### config.mk
export PLATFORM = sky130hd
export DESIGN_NAME = uart_fifo_ready_ctrl
export DESIGN_NICKNAME = d
export VERILOG_FILES = /design/src/rtl/ufr_pkg.sv /design/src/rtl/ufr_ctrl.sv /design/src/rtl/ufr_occ_counter.sv /design/src/rtl/ufr_datapath.sv /design/src/rtl/uart_fifo_ready_ctrl.sv
export SDC_FILE = /design/constraint.sdc
export NUM_CORES = 1
export LEC_CHECK = 0
export BUFFER_PORTS_ARGS = -buffer_cell sky130_fd_sc_hd__buf_2
export CAP_MARGIN = 40
export CORE_ASPECT_RATIO = 1.2
export CORE_MARGIN = 3
export CORE_UTILIZATION = 52
export DETAILED_ROUTE_END_ITERATION = 8
export PLACE_DENSITY = 0.76
export SLEW_MARGIN = 10
export SYNTH_ARGS = -nofsm -noshare
export SYNTH_HDL_FRONTEND = slang
export SYNTH_SLANG_ARGS = --single-unit
### constraint.sdc
create_clock -name clk -period 3.4 [get_ports clk]
set_clock_uncertainty 0.15 [all_clocks]
set_input_delay 0.34 -clock clk [delete_from_list [all_inputs] [get_ports clk]]
set_output_delay 0.34 -clock clk [all_outputs]
set_load 0.05 [all_outputs]
### src/rtl/ufr_pkg.sv
package ufr_pkg;

  // Flush strobes handed from the control half to the datapath half.
  typedef struct packed {
    logic txClr;
    logic rxClr;
  } clrStrobe_t;

  // Control register bit positions.
  localparam int unsigned EnBit    = 0;
  localparam int unsigned RxClrBit = 1;
  localparam int unsigned TxClrBit = 2;
  localparam int unsigned DmaBit   = 3;
  localparam int unsigned TxSelLo  = 4;
  localparam int unsigned RxSelLo  = 6;

endpackage

### src/rtl/ufr_ctrl.sv
module ufr_ctrl
  import ufr_pkg::*;
#(
  parameter int unsigned DEPTH = 32,
  parameter int unsigned CW    = $clog2(DEPTH + 1)
) (
  input  logic          clk,
  input  logic          rstN,
  input  logic          ctrlWr,
  input  logic [7:0]    ctrlWrData,
  output logic [7:0]    ctrlRdData,
  output clrStrobe_t    strobes,
  output logic          fifoEn,
  output logic          blockMode,
  output logic [CW-1:0] rxTrig,
  output logic [CW-1:0] txTrig
);

  localparam logic [CW-1:0] RxLvl0 = CW'(DEPTH / 4);
  localparam logic [CW-1:0] RxLvl1 = CW'(DEPTH / 2);
  localparam logic [CW-1:0] RxLvl2 = CW'((3 * DEPTH) / 4);
  localparam logic [CW-1:0] RxLvl3 = CW'(DEPTH - DEPTH / 8);
  localparam logic [CW-1:0] TxLvl0 = CW'(DEPTH / 2);
  localparam logic [CW-1:0] TxLvl1 = CW'(DEPTH / 4);
  localparam logic [CW-1:0] TxLvl2 = CW'((3 * DEPTH) / 4);
  localparam logic [CW-1:0] TxLvl3 = CW'(DEPTH - DEPTH / 16);

  logic       enQ;
  logic       dmaQ;
  logic [1:0] rxSelQ;
  logic [1:0] txSelQ;
  logic       enFlip;

  assign enFlip = ctrlWr && (ctrlWrData[EnBit] != enQ);

  always_ff @(posedge clk) begin
    if (!rstN) begin
      enQ    <= 1'b0;
      dmaQ   <= 1'b0;
      rxSelQ <= 2'b00;
      txSelQ <= 2'b00;
    end else if (ctrlWr) begin
      enQ    <= ctrlWrData[EnBit];
      dmaQ   <= ctrlWrData[DmaBit];
      rxSelQ <= ctrlWrData[RxSelLo +: 2];
      txSelQ <= ctrlWrData[TxSelLo +: 2];
    end
  end

  always_comb begin
    strobes.rxClr = (ctrlWr && ctrlWrData[RxClrBit]) || enFlip;
    strobes.txClr = (ctrlWr && ctrlWrData[TxClrBit]) || enFlip;
  end

  always_comb begin
    unique case (rxSelQ)
      2'b00:   rxTrig = RxLvl0;
      2'b01:   rxTrig = RxLvl1;
      2'b10:   rxTrig = RxLvl2;
      default: rxTrig = RxLvl3;
    endcase
    unique case (txSelQ)
      2'b00:   txTrig = TxLvl0;
      2'b01:   txTrig = TxLvl1;
      2'b10:   txTrig = TxLvl2;
      default: txTrig = TxLvl3;
    endcase
  end

  assign fifoEn     = enQ;
  assign blockMode  = enQ && dmaQ;
  assign ctrlRdData = {rxSelQ, txSelQ, dmaQ, 2'b00, enQ};

  // a write shows up in the readback on the next cycle
  a_r2_readback : assert property (@(posedge clk) disable iff (!rstN)
    ctrlWr |=> (ctrlRdData[7:3] == $past(ctrlWrData[7:3])) &&
               (ctrlRdData[0] == $past(ctrlWrData[0])));

endmodule

### src/rtl/ufr_occ_counter.sv
module ufr_occ_counter #(
  parameter int unsigned CW = 6
) (
  input  logic          clk,
  input  logic          rstN,
  input  logic          clr,
  input  logic          push,
  input  logic          pop,
  input  logic [CW-1:0] cap,
  output logic [CW-1:0] count
);

  logic accPush;
  logic accPop;

  assign accPush = push && (count < cap);
  assign accPop  = pop && (count != '0);

  always_ff @(posedge clk) begin
    if (!rstN) begin
      count <= '0;
    end else if (clr) begin
      count <= '0;
    end else begin
      unique case ({accPush, accPop})
        2'b10:   count <= count + 1'b1;
        2'b01:   count <= count - 1'b1;
        default: count <= count;
      endcase
    end
  end

  // never above the capacity given by the datapath
  a_r3_no_overflow : assert property (@(posedge clk) disable iff (!rstN)
    count <= cap);

  // a flush empties the queue on the next cycle
  a_r4_flush_empties : assert property (@(posedge clk) disable iff (!rstN)
    clr |=> (count == '0));

  // without a flush the count moves by at most one per cycle
  a_r5_unit_step : assert property (@(posedge clk) disable iff (!rstN)
    !clr |=> ((int'(count) <= int'($past(count)) + 1) &&
              (int'(count) + 1 >= int'($past(count)))));

endmodule

### src/rtl/ufr_datapath.sv
module ufr_datapath
  import ufr_pkg::*;
#(
  parameter int unsigned DEPTH = 32,
  parameter int unsigned CW    = $clog2(DEPTH + 1)
) (
  input  logic          clk,
  input  logic          rstN,
  input  clrStrobe_t    strobes,
  input  logic          fifoEn,
  input  logic          blockMode,
  input  logic [CW-1:0] rxTrig,
  input  logic [CW-1:0] txTrig,
  input  logic          txPush,
  input  logic          txPop,
  input  logic          rxPush,
  input  logic          rxPop,
  output logic [CW-1:0] txCount,
  output logic [CW-1:0] rxCount,
  output logic          txRdyN,
  output logic          rxRdyN,
  output logic          txIrq,
  output logic          rxIrq,
  output logic          rxOverrun
);

  localparam logic [CW-1:0] FullLvl = CW'(DEPTH);
  localparam logic [CW-1:0] OneLvl  = CW'(1);

  logic [CW-1:0] cap;

  assign cap = fifoEn ? FullLvl : OneLvl;

  ufr_occ_counter #(.CW(CW)) txOcc_i (
    .clk  (clk),
    .rstN (rstN),
    .clr  (strobes.txClr),
    .push (txPush),
    .pop  (txPop),
    .cap  (cap),
    .count(txCount)
  );

  ufr_occ_counter #(.CW(CW)) rxOcc_i (
    .clk  (clk),
    .rstN (rstN),
    .clr  (strobes.rxClr),
    .push (rxPush),
    .pop  (rxPop),
    .cap  (cap),
    .count(rxCount)
  );

  logic txEmpty;
  logic rxEmpty;
  logic txFull;
  logic rxAtTrig;
  logic txUnderTrig;

  assign txEmpty     = (txCount == '0);
  assign rxEmpty     = (rxCount == '0);
  assign txFull      = (txCount == FullLvl);
  assign rxAtTrig    = (rxCount >= rxTrig);
  assign txUnderTrig = (txCount < txTrig);

  always_comb begin
    if (blockMode) begin
      txRdyN = txFull;
      rxRdyN = !rxAtTrig;
      txIrq  = txUnderTrig;
      rxIrq  = rxAtTrig;
    end else begin
      txRdyN = !txEmpty;
      rxRdyN = rxEmpty;
      txIrq  = txEmpty;
      rxIrq  = !rxEmpty;
    end
  end

  always_ff @(posedge clk) begin
    if (!rstN) rxOverrun <= 1'b0;
    else       rxOverrun <= rxPush && !strobes.rxClr && (rxCount == cap);
  end

  // a push into a full receive queue flags an overrun next cycle
  a_r11_overrun_flag : assert property (@(posedge clk) disable iff (!rstN)
    (rxPush && !strobes.rxClr && (rxCount == cap)) |=> rxOverrun);

  // the overrun pulse lasts one cycle when the queue was drained meanwhile
  a_r11_overrun_once : assert property (@(posedge clk) disable iff (!rstN)
    (rxOverrun && !rxPush) |=> !rxOverrun);

  // in block mode a receive push below capacity is never lost
  a_r10_fill_past_trig : assert property (@(posedge clk) disable iff (!rstN)
    (blockMode && rxPush && !rxPop && !strobes.rxClr && (rxCount < cap))
      |=> (rxCount == $past(rxCount) + 1'b1));

endmodule

### src/rtl/uart_fifo_ready_ctrl.sv
module uart_fifo_ready_ctrl
  import ufr_pkg::*;
#(
  parameter int unsigned DEPTH = 32,
  parameter int unsigned CW    = $clog2(DEPTH + 1)
) (
  input  logic          clk,
  input  logic          rstN,
  input  logic          ctrlWr,
  input  logic [7:0]    ctrlWrData,
  output logic [7:0]    ctrlRdData,
  input  logic          txPush,
  input  logic          txPop,
  input  logic          rxPush,
  input  logic          rxPop,
  output logic [CW-1:0] txCount,
  output logic [CW-1:0] rxCount,
  output logic          txRdyN,
  output logic          rxRdyN,
  output logic          txIrq,
  output logic          rxIrq,
  output logic          rxOverrun
);

  clrStrobe_t    strobes;
  logic          fifoEn;
  logic          blockMode;
  logic [CW-1:0] rxTrig;
  logic [CW-1:0] txTrig;

  ufr_ctrl #(.DEPTH(DEPTH), .CW(CW)) ctrl_i (
    .clk       (clk),
    .rstN      (rstN),
    .ctrlWr    (ctrlWr),
    .ctrlWrData(ctrlWrData),
    .ctrlRdData(ctrlRdData),
    .strobes   (strobes),
    .fifoEn    (fifoEn),
    .blockMode (blockMode),
    .rxTrig    (rxTrig),
    .txTrig    (txTrig)
  );

  ufr_datapath #(.DEPTH(DEPTH), .CW(CW)) dp_i (
    .clk       (clk),
    .rstN      (rstN),
    .strobes   (strobes),
    .fifoEn    (fifoEn),
    .blockMode (blockMode),
    .rxTrig    (rxTrig),
    .txTrig    (txTrig),
    .txPush    (txPush),
    .txPop     (txPop),
    .rxPush    (rxPush),
    .rxPop     (rxPop),
    .txCount   (txCount),
    .rxCount   (rxCount),
    .txRdyN    (txRdyN),
    .rxRdyN    (rxRdyN),
    .txIrq     (txIrq),
    .rxIrq     (rxIrq),
    .rxOverrun (rxOverrun)
  );

endmodule

* Word-level counts from Yosys, hierarchy flattened *
Index checks and enable logic that the tools add are counted.

operators by class
  equal/unequal tests = 11
  $lt $le $gt $ge = 4
  add/sub/neg operators = 4
  bitwise gates (word level) = 1
  reductions and logical operators = 26
  muxes and demuxes = 9

operator list
  cell                   number
  $pmux W5 S3            2
  $pmux W6 S2            2
  $add A6 B1 Y6 const B  2
  $logic_not A6 Y1       2
  $lt A6 B6 Y1           2
  $reduce_bool A6 Y1     2
  $sub A6 B1 Y6 const B  2
  $logic_and A1 B1 Y1    10
  $eq A2 B1 Y1 const B   4
  $eq A2 B2 Y1 const B   4
  $eq A6 B6 Y1           1
  $eq A6 B6 Y1 const B   1
  $ge A6 B5 Y1           1
  $lt A6 B5 Y1           1
  $mux W6                1
  $logic_not A1 Y1       4
  $logic_not A2 Y1       2
  $mux W1                4
  $reduce_bool A2 Y1     2
  $reduce_or A2 Y1       2
  $logic_or A1 B1 Y1     2
  $ne A1 B1 Y1           1
  $not A1 Y1             1

storage, ports and cells
  input port bits = 15
  bits in registers = 19
  output and inout bits = 25
  word-level logic and storage cells = 62

* Longest topological paths before layout *
  depth in word-level cells = 6
  mapped depth = 15
  mapped depth without buffers = 13

* Cells and area by module *
A second synthesis with hierarchy kept.

unflattened totals
  cell total of the unflattened synthesis = 249
  area total of the unflattened synthesis = 1988.2 µm²

by module, submodules not included
  module           cells an instance  seq. area each (µm²)  times used  area each (µm²)
  ufr_occ_counter  77                 120.1                 2           609.3
  ufr_datapath     55                 20.0                  1           394.1
  ufr_ctrl         40                 120.1                 1           375.4

* Worst setup path after synthesis *
Ideal clock, no wire load.

  kind = reg2reg
  start point = register dp_i.rxOcc_i.count[1]
  end point = register dp_i.rxOcc_i.count[4]
  clock period less this slack = 3.202 ns
  path buffers = 2
  setup slack = 0.198 ns
  stages on the path, launching flop included = 13
  arrival time = 2.929 ns
  required time = 3.127 ns
  setup time = 0.123 ns
  cell sequence = dfxtp_1 -> buf_2 -> or4_1 -> o31a_1 -> ha_1 -> buf_2 -> xor2_1 -> ha_1 -> a21oi_1 -> o22ai_1 -> a222oi_1 -> or3_1 -> a21oi_1

between the ends
  longest elaborated chain between the ends = 4
  elaborated cells between the ends (all ways) = 10
  classes of those cells = 2 x add/sub; 1 x order compare; 2 x eq/ne; 1 x mux; 4 x reduce/logical

RTL lines
  item                                                       line                                          text
  from (decl)                                                ufr_occ_counter.sv:10                         output logic [CW-1:0] count
  from (signal assigned)                                     ufr_occ_counter.sv:26                         2'b10: count <= count + 1'b1;
  from (signal assigned)                                     ufr_occ_counter.sv:27                         2'b01: count <= count - 1'b1;
  from (signal assigned)                                     ufr_occ_counter.sv:28                         default: count <= count;
  $lt A6 B6 Y1 / $reduce_bool A6 Y1 (equally long branches)  ufr_occ_counter.sv:16, ufr_occ_counter.sv:17
  $logic_and A1 B1 Y1 (on tied branches)                     ufr_occ_counter.sv:16, ufr_occ_counter.sv:17
  $eq A2 B1 Y1 / $eq A2 B2 Y1 (equally long branches)        ufr_occ_counter.sv:25                         unique case ({accPush, accPop})
  $pmux W6 S2 / $reduce_bool A2 Y1 (equally long branches)   -

Several ways; a longest one is shown, not always the timed one.
A chain may end at the register's enable or synchronous reset.

* Worst setup path after layout *
Ends and elaborated chain as after synthesis.

==> results.tsv <==
stage	metric	value	unit
synthesis	asr flop ratio synth	0	%
synthesis	Avg Cell Area, Syn	8.16	µm²
power_and_ir_drop	Design Power	0.00122	W
power_and_ir_drop	Lkg Pwr	0.813	nW
grt	largest net degree at the start of global routing	12	
synthesis	sequential area share after synthesis	25.8	%
synthesis	Netlist cell types	46	
route	drt initial violations	37	
synthesis	synth warn	0	
finish	Finished Cell Area	1690	µm²
placed_design	post-DP HPWL	2600	µm
setup_path	WS Path Type	flip-flop to flip-flop	
grt	number of global-route vias before repair	1280	
grt	initial antenna violation count	0	
sta	max-slew violations	0	
run	max-cap violation count	0	
synthesis	synthesized flop and latch total	19	
synthesis	ys flop type	dfxtp_1	
floorplan	row cnt	20	
synthesis	Synth top area share	25.8	%
setup_path	CP dominant cell by count	ha_1	
clocking	Worst-path clk slew	0.11	ns
setup_path	R2R Path Start	dp_i.rxOcc_i.count[1]$_SDFFE_PP0P_	
synthesis	number of flops mapped to enable cells by yosys	0	
setup_path	Worst Setup EP	dp_i.rxOcc_i.count[4]$_SDFFE_PP0P_	
power_and_ir_drop	worst vdd ir	0.000708	V
sta	RSZ-0062 raised after global routing	false	
grt	grt ovf	0	
route	vias per inst	5.67	
synthesis	post-synthesis cell count	181	
setup_path	Max Fanout on Critical Path	10	
floorplan	Die X	54.6	µm
sta	Fin. Hold Viols	0	
floorplan	Initial Util	56.2	%
power_and_ir_drop	power per cell area	724	nW/µm²
finish	Layout area overhead	14.2	%
setup_path	crit end category	flip-flop	
sta	Final Cycle Share	91.5	%
setup_path	Setup crit start	dp_i.rxOcc_i.count[1]$_SDFFE_PP0P_	
setup_path	critical-path cell list	or4_1 > o21ai_0 > nand3b_1 > ha_1 > xor2_1 > ha_1 > a21oi_2 > o22ai_1 > a222oi_1 > or3_1 > a21oi_1	
floorplan	DIE HEIGHT	64.4	µm
grt	GR Util All Layers	19.7	%
outcome	status	completed	
setup_path	Slowest-stage cell, CP	or4_1	
clocking	clk_lat worst skew	0.29	ns
setup_path	CP arrival	3.15	ns
finish	ratio of cells with drive above 1 in the final layout	21.6	%
placed_design	Final GP Congestion	0.916	
finish	final core utilization	64.2	%
route	DR vias	1396	
synthesis	Yosys top cell by area	dfxtp_1	
sta	Final setup viols	0	
synthesis	most area-consuming cells after synthesis	dfxtp_1 26%, ha_1 13%, mux2i_1 6.1%, xor2_1 4.7%, a21oi_1 4.4%	
clocking	CTS Buf Count	3	
floorplan	I/O Pins	40	
finish	n_diodes	0	
grt	wire length of the first global-routing pass	5370	µm
route	wire per inst	13.4	µm
sta	Tmin final	3.11	ns
route	antenna-violating nets left	0	
synthesis	post-synthesis cell area	1480	µm²
clocking	Root Buffer	clkbuf_4	
clocking	postcts setup bufs	0	
route	# DRC	0	
sta	fmax	0.322	GHz
clocking	CTS sink cnt	19	
setup_path	reg2reg path depth	11	
clocking	H-tree depth	1	
floorplan	core area	2630	µm²
floorplan	die area	3520	µm²
sta	WHS	0.149	ns
sta	setup TNS	0	ns
placed_design	port bufs	37	
route	Total Wirelength	3300	µm
synthesis	most common cell in the netlist	dfxtp_1	
synthesis	commonest cells in the netlist	19 x dfxtp_1, 15 x ha_1, 13 x a21oi_1	
worst_hold_path	Worst Hold Class	input port to flip-flop	
setup_path	Worst R2R End	dp_i.rxOcc_i.count[4]$_SDFFE_PP0P_	
route	TritonRoute pass-1 iters	4	
setup_path	CP max stage delay	0.63	ns
setup_path	Setup crit start kind	flip-flop	
finish	Net count, final	244	
clocking	Max clock buf depth	2	
placed_design	Post-DP Area	1660	µm²
setup_path	Reg2Reg Setup Slack	0.29	ns
clocking	CTS tree	yes	
setup_path	Critical Path RT	3.44	ns
[cells in the final DEF (no fill, tap or decap), types with 2 or more instances in the layout]
cell	synthesis	final
buf_2	3	37
dfxtp_1	19	19
ha_1	15	15
nor2_1	12	12
o21ai_0	12	12
a21oi_1	13	12
nor2b_1	10	10
nand2_1	9	9
mux2i_1	9	9
xor2_1	8	8
inv_1	7	7
nand2b_1	7	7
or3_1	6	6
nor3_1	5	5
nand3b_1	3	3
o21a_1	3	3
clkbuf_4	0	3
a21o_1	2	2
a22oi_1	2	2
a222oi_1	2	2
nand3_1	2	2
xnor2_1	2	2
conb_1	1	2
buf_4	4	2
[worst min path at each step]
stage                                            start                                  to  slack [ns]  depth (start not counted)
floorplan                                         rstN            ctrl_i.dmaQ$_SDFFE_PN0P_        0.32                          1
detailed placement  dp_i.txOcc_i.count[5]$_SDFFE_PP0P_  dp_i.txOcc_i.count[5]$_SDFFE_PP0P_        0.39                          2
CTS                                             rxPush           dp_i.rxOverrun$_SDFF_PN0_        0.13                          3
global route                                    rxPush           dp_i.rxOverrun$_SDFF_PN0_        0.15                          3
finish                                          rxPush           dp_i.rxOverrun$_SDFF_PN0_        0.15                          3
global placement    dp_i.txOcc_i.count[5]$_SDFFE_PP0P_  dp_i.txOcc_i.count[5]$_SDFFE_PP0P_        0.38                          2
[cells by family (layout without fill, tap and decap cells)]
group	Yosys count	in the layout	share of synthesized area (%)
adder cells (fa/ha/maj)	15	15	12.7
flip-flops	19	19	25.8
multiplexers	9	9	6.10
buffers and inverters	20	51	6.44
XOR/XNOR	10	10	5.93
AO/OA/AOI/OAI	47	47	20.8
other	1	2	0.254
AND/OR/NAND/NOR	60	60	22.0
[state kept, by name (all words and copies together), names as in the netlist]
| name | count |
|---|---|
| ctrl_i.dmaQ | 1 |
| ctrl_i.fifoEn | 1 |
| ctrl_i.rxSelQ | 2 |
| ctrl_i.txSelQ | 2 |
| dp_i.rxOcc_i.count | 6 |
| dp_i.rxOverrun | 1 |
| dp_i.txOcc_i.count | 6 |
[where the power goes]
group	total [W]	leakage, nW	internal [W]	switching [W]
sequential	0.000312	0.155	0.000253	0.0000597
combinational	0.000793	0.643	0.000253	0.000540
clock	0.000117	0.0150	0.0000457	0.0000711
total	0.00122	0.813	0.000551	0.000670
[layer usage]
metal	part of all wire, %	vias up	global-route usage, %	wire length, µm
met4	0.94	0	7.17	31
met1	42	651	22.8	1400
li1	-	703	-	-
met2	51	38	35.2	1690
met3	5.2	4	2.33	173
met5	0	-	0	0
[final cells by class]
type,count,area (µm²)
Inverter,8,30.0
Multi-Input combinational cell,143,1010
Tap cell,33,41.3
Timing Repair Buffer,39,200
Clock buffer,4,26.3
Sequential cell,19,380
Fill cell,250,941
[per-stage QoR]
step                std cells  setup WS, ns
floorplan                 182         0.198
global placement          242         0.448
detailed placement        242         0.305
CTS                       246         0.257
global route              246        0.0670
finish                    246         0.290
[repair_timing]
item	in CTS	in global routing
endpoints found under the setup margin	0	1
hold buffers	0	0
resized for setup	0	1
[worst max-delay path, delay by kind of cell (launching register included)]
family	cells	cell delay (ns)
DFF	1	0.42
AOI/OAI and AO/OA	5	0.80
and+or+nand+nor	3	0.93
adders and majority gates	2	0.52
xor gates and xnor gates	1	0.18
No activity file was read; power rests on OpenSTA's default activity.
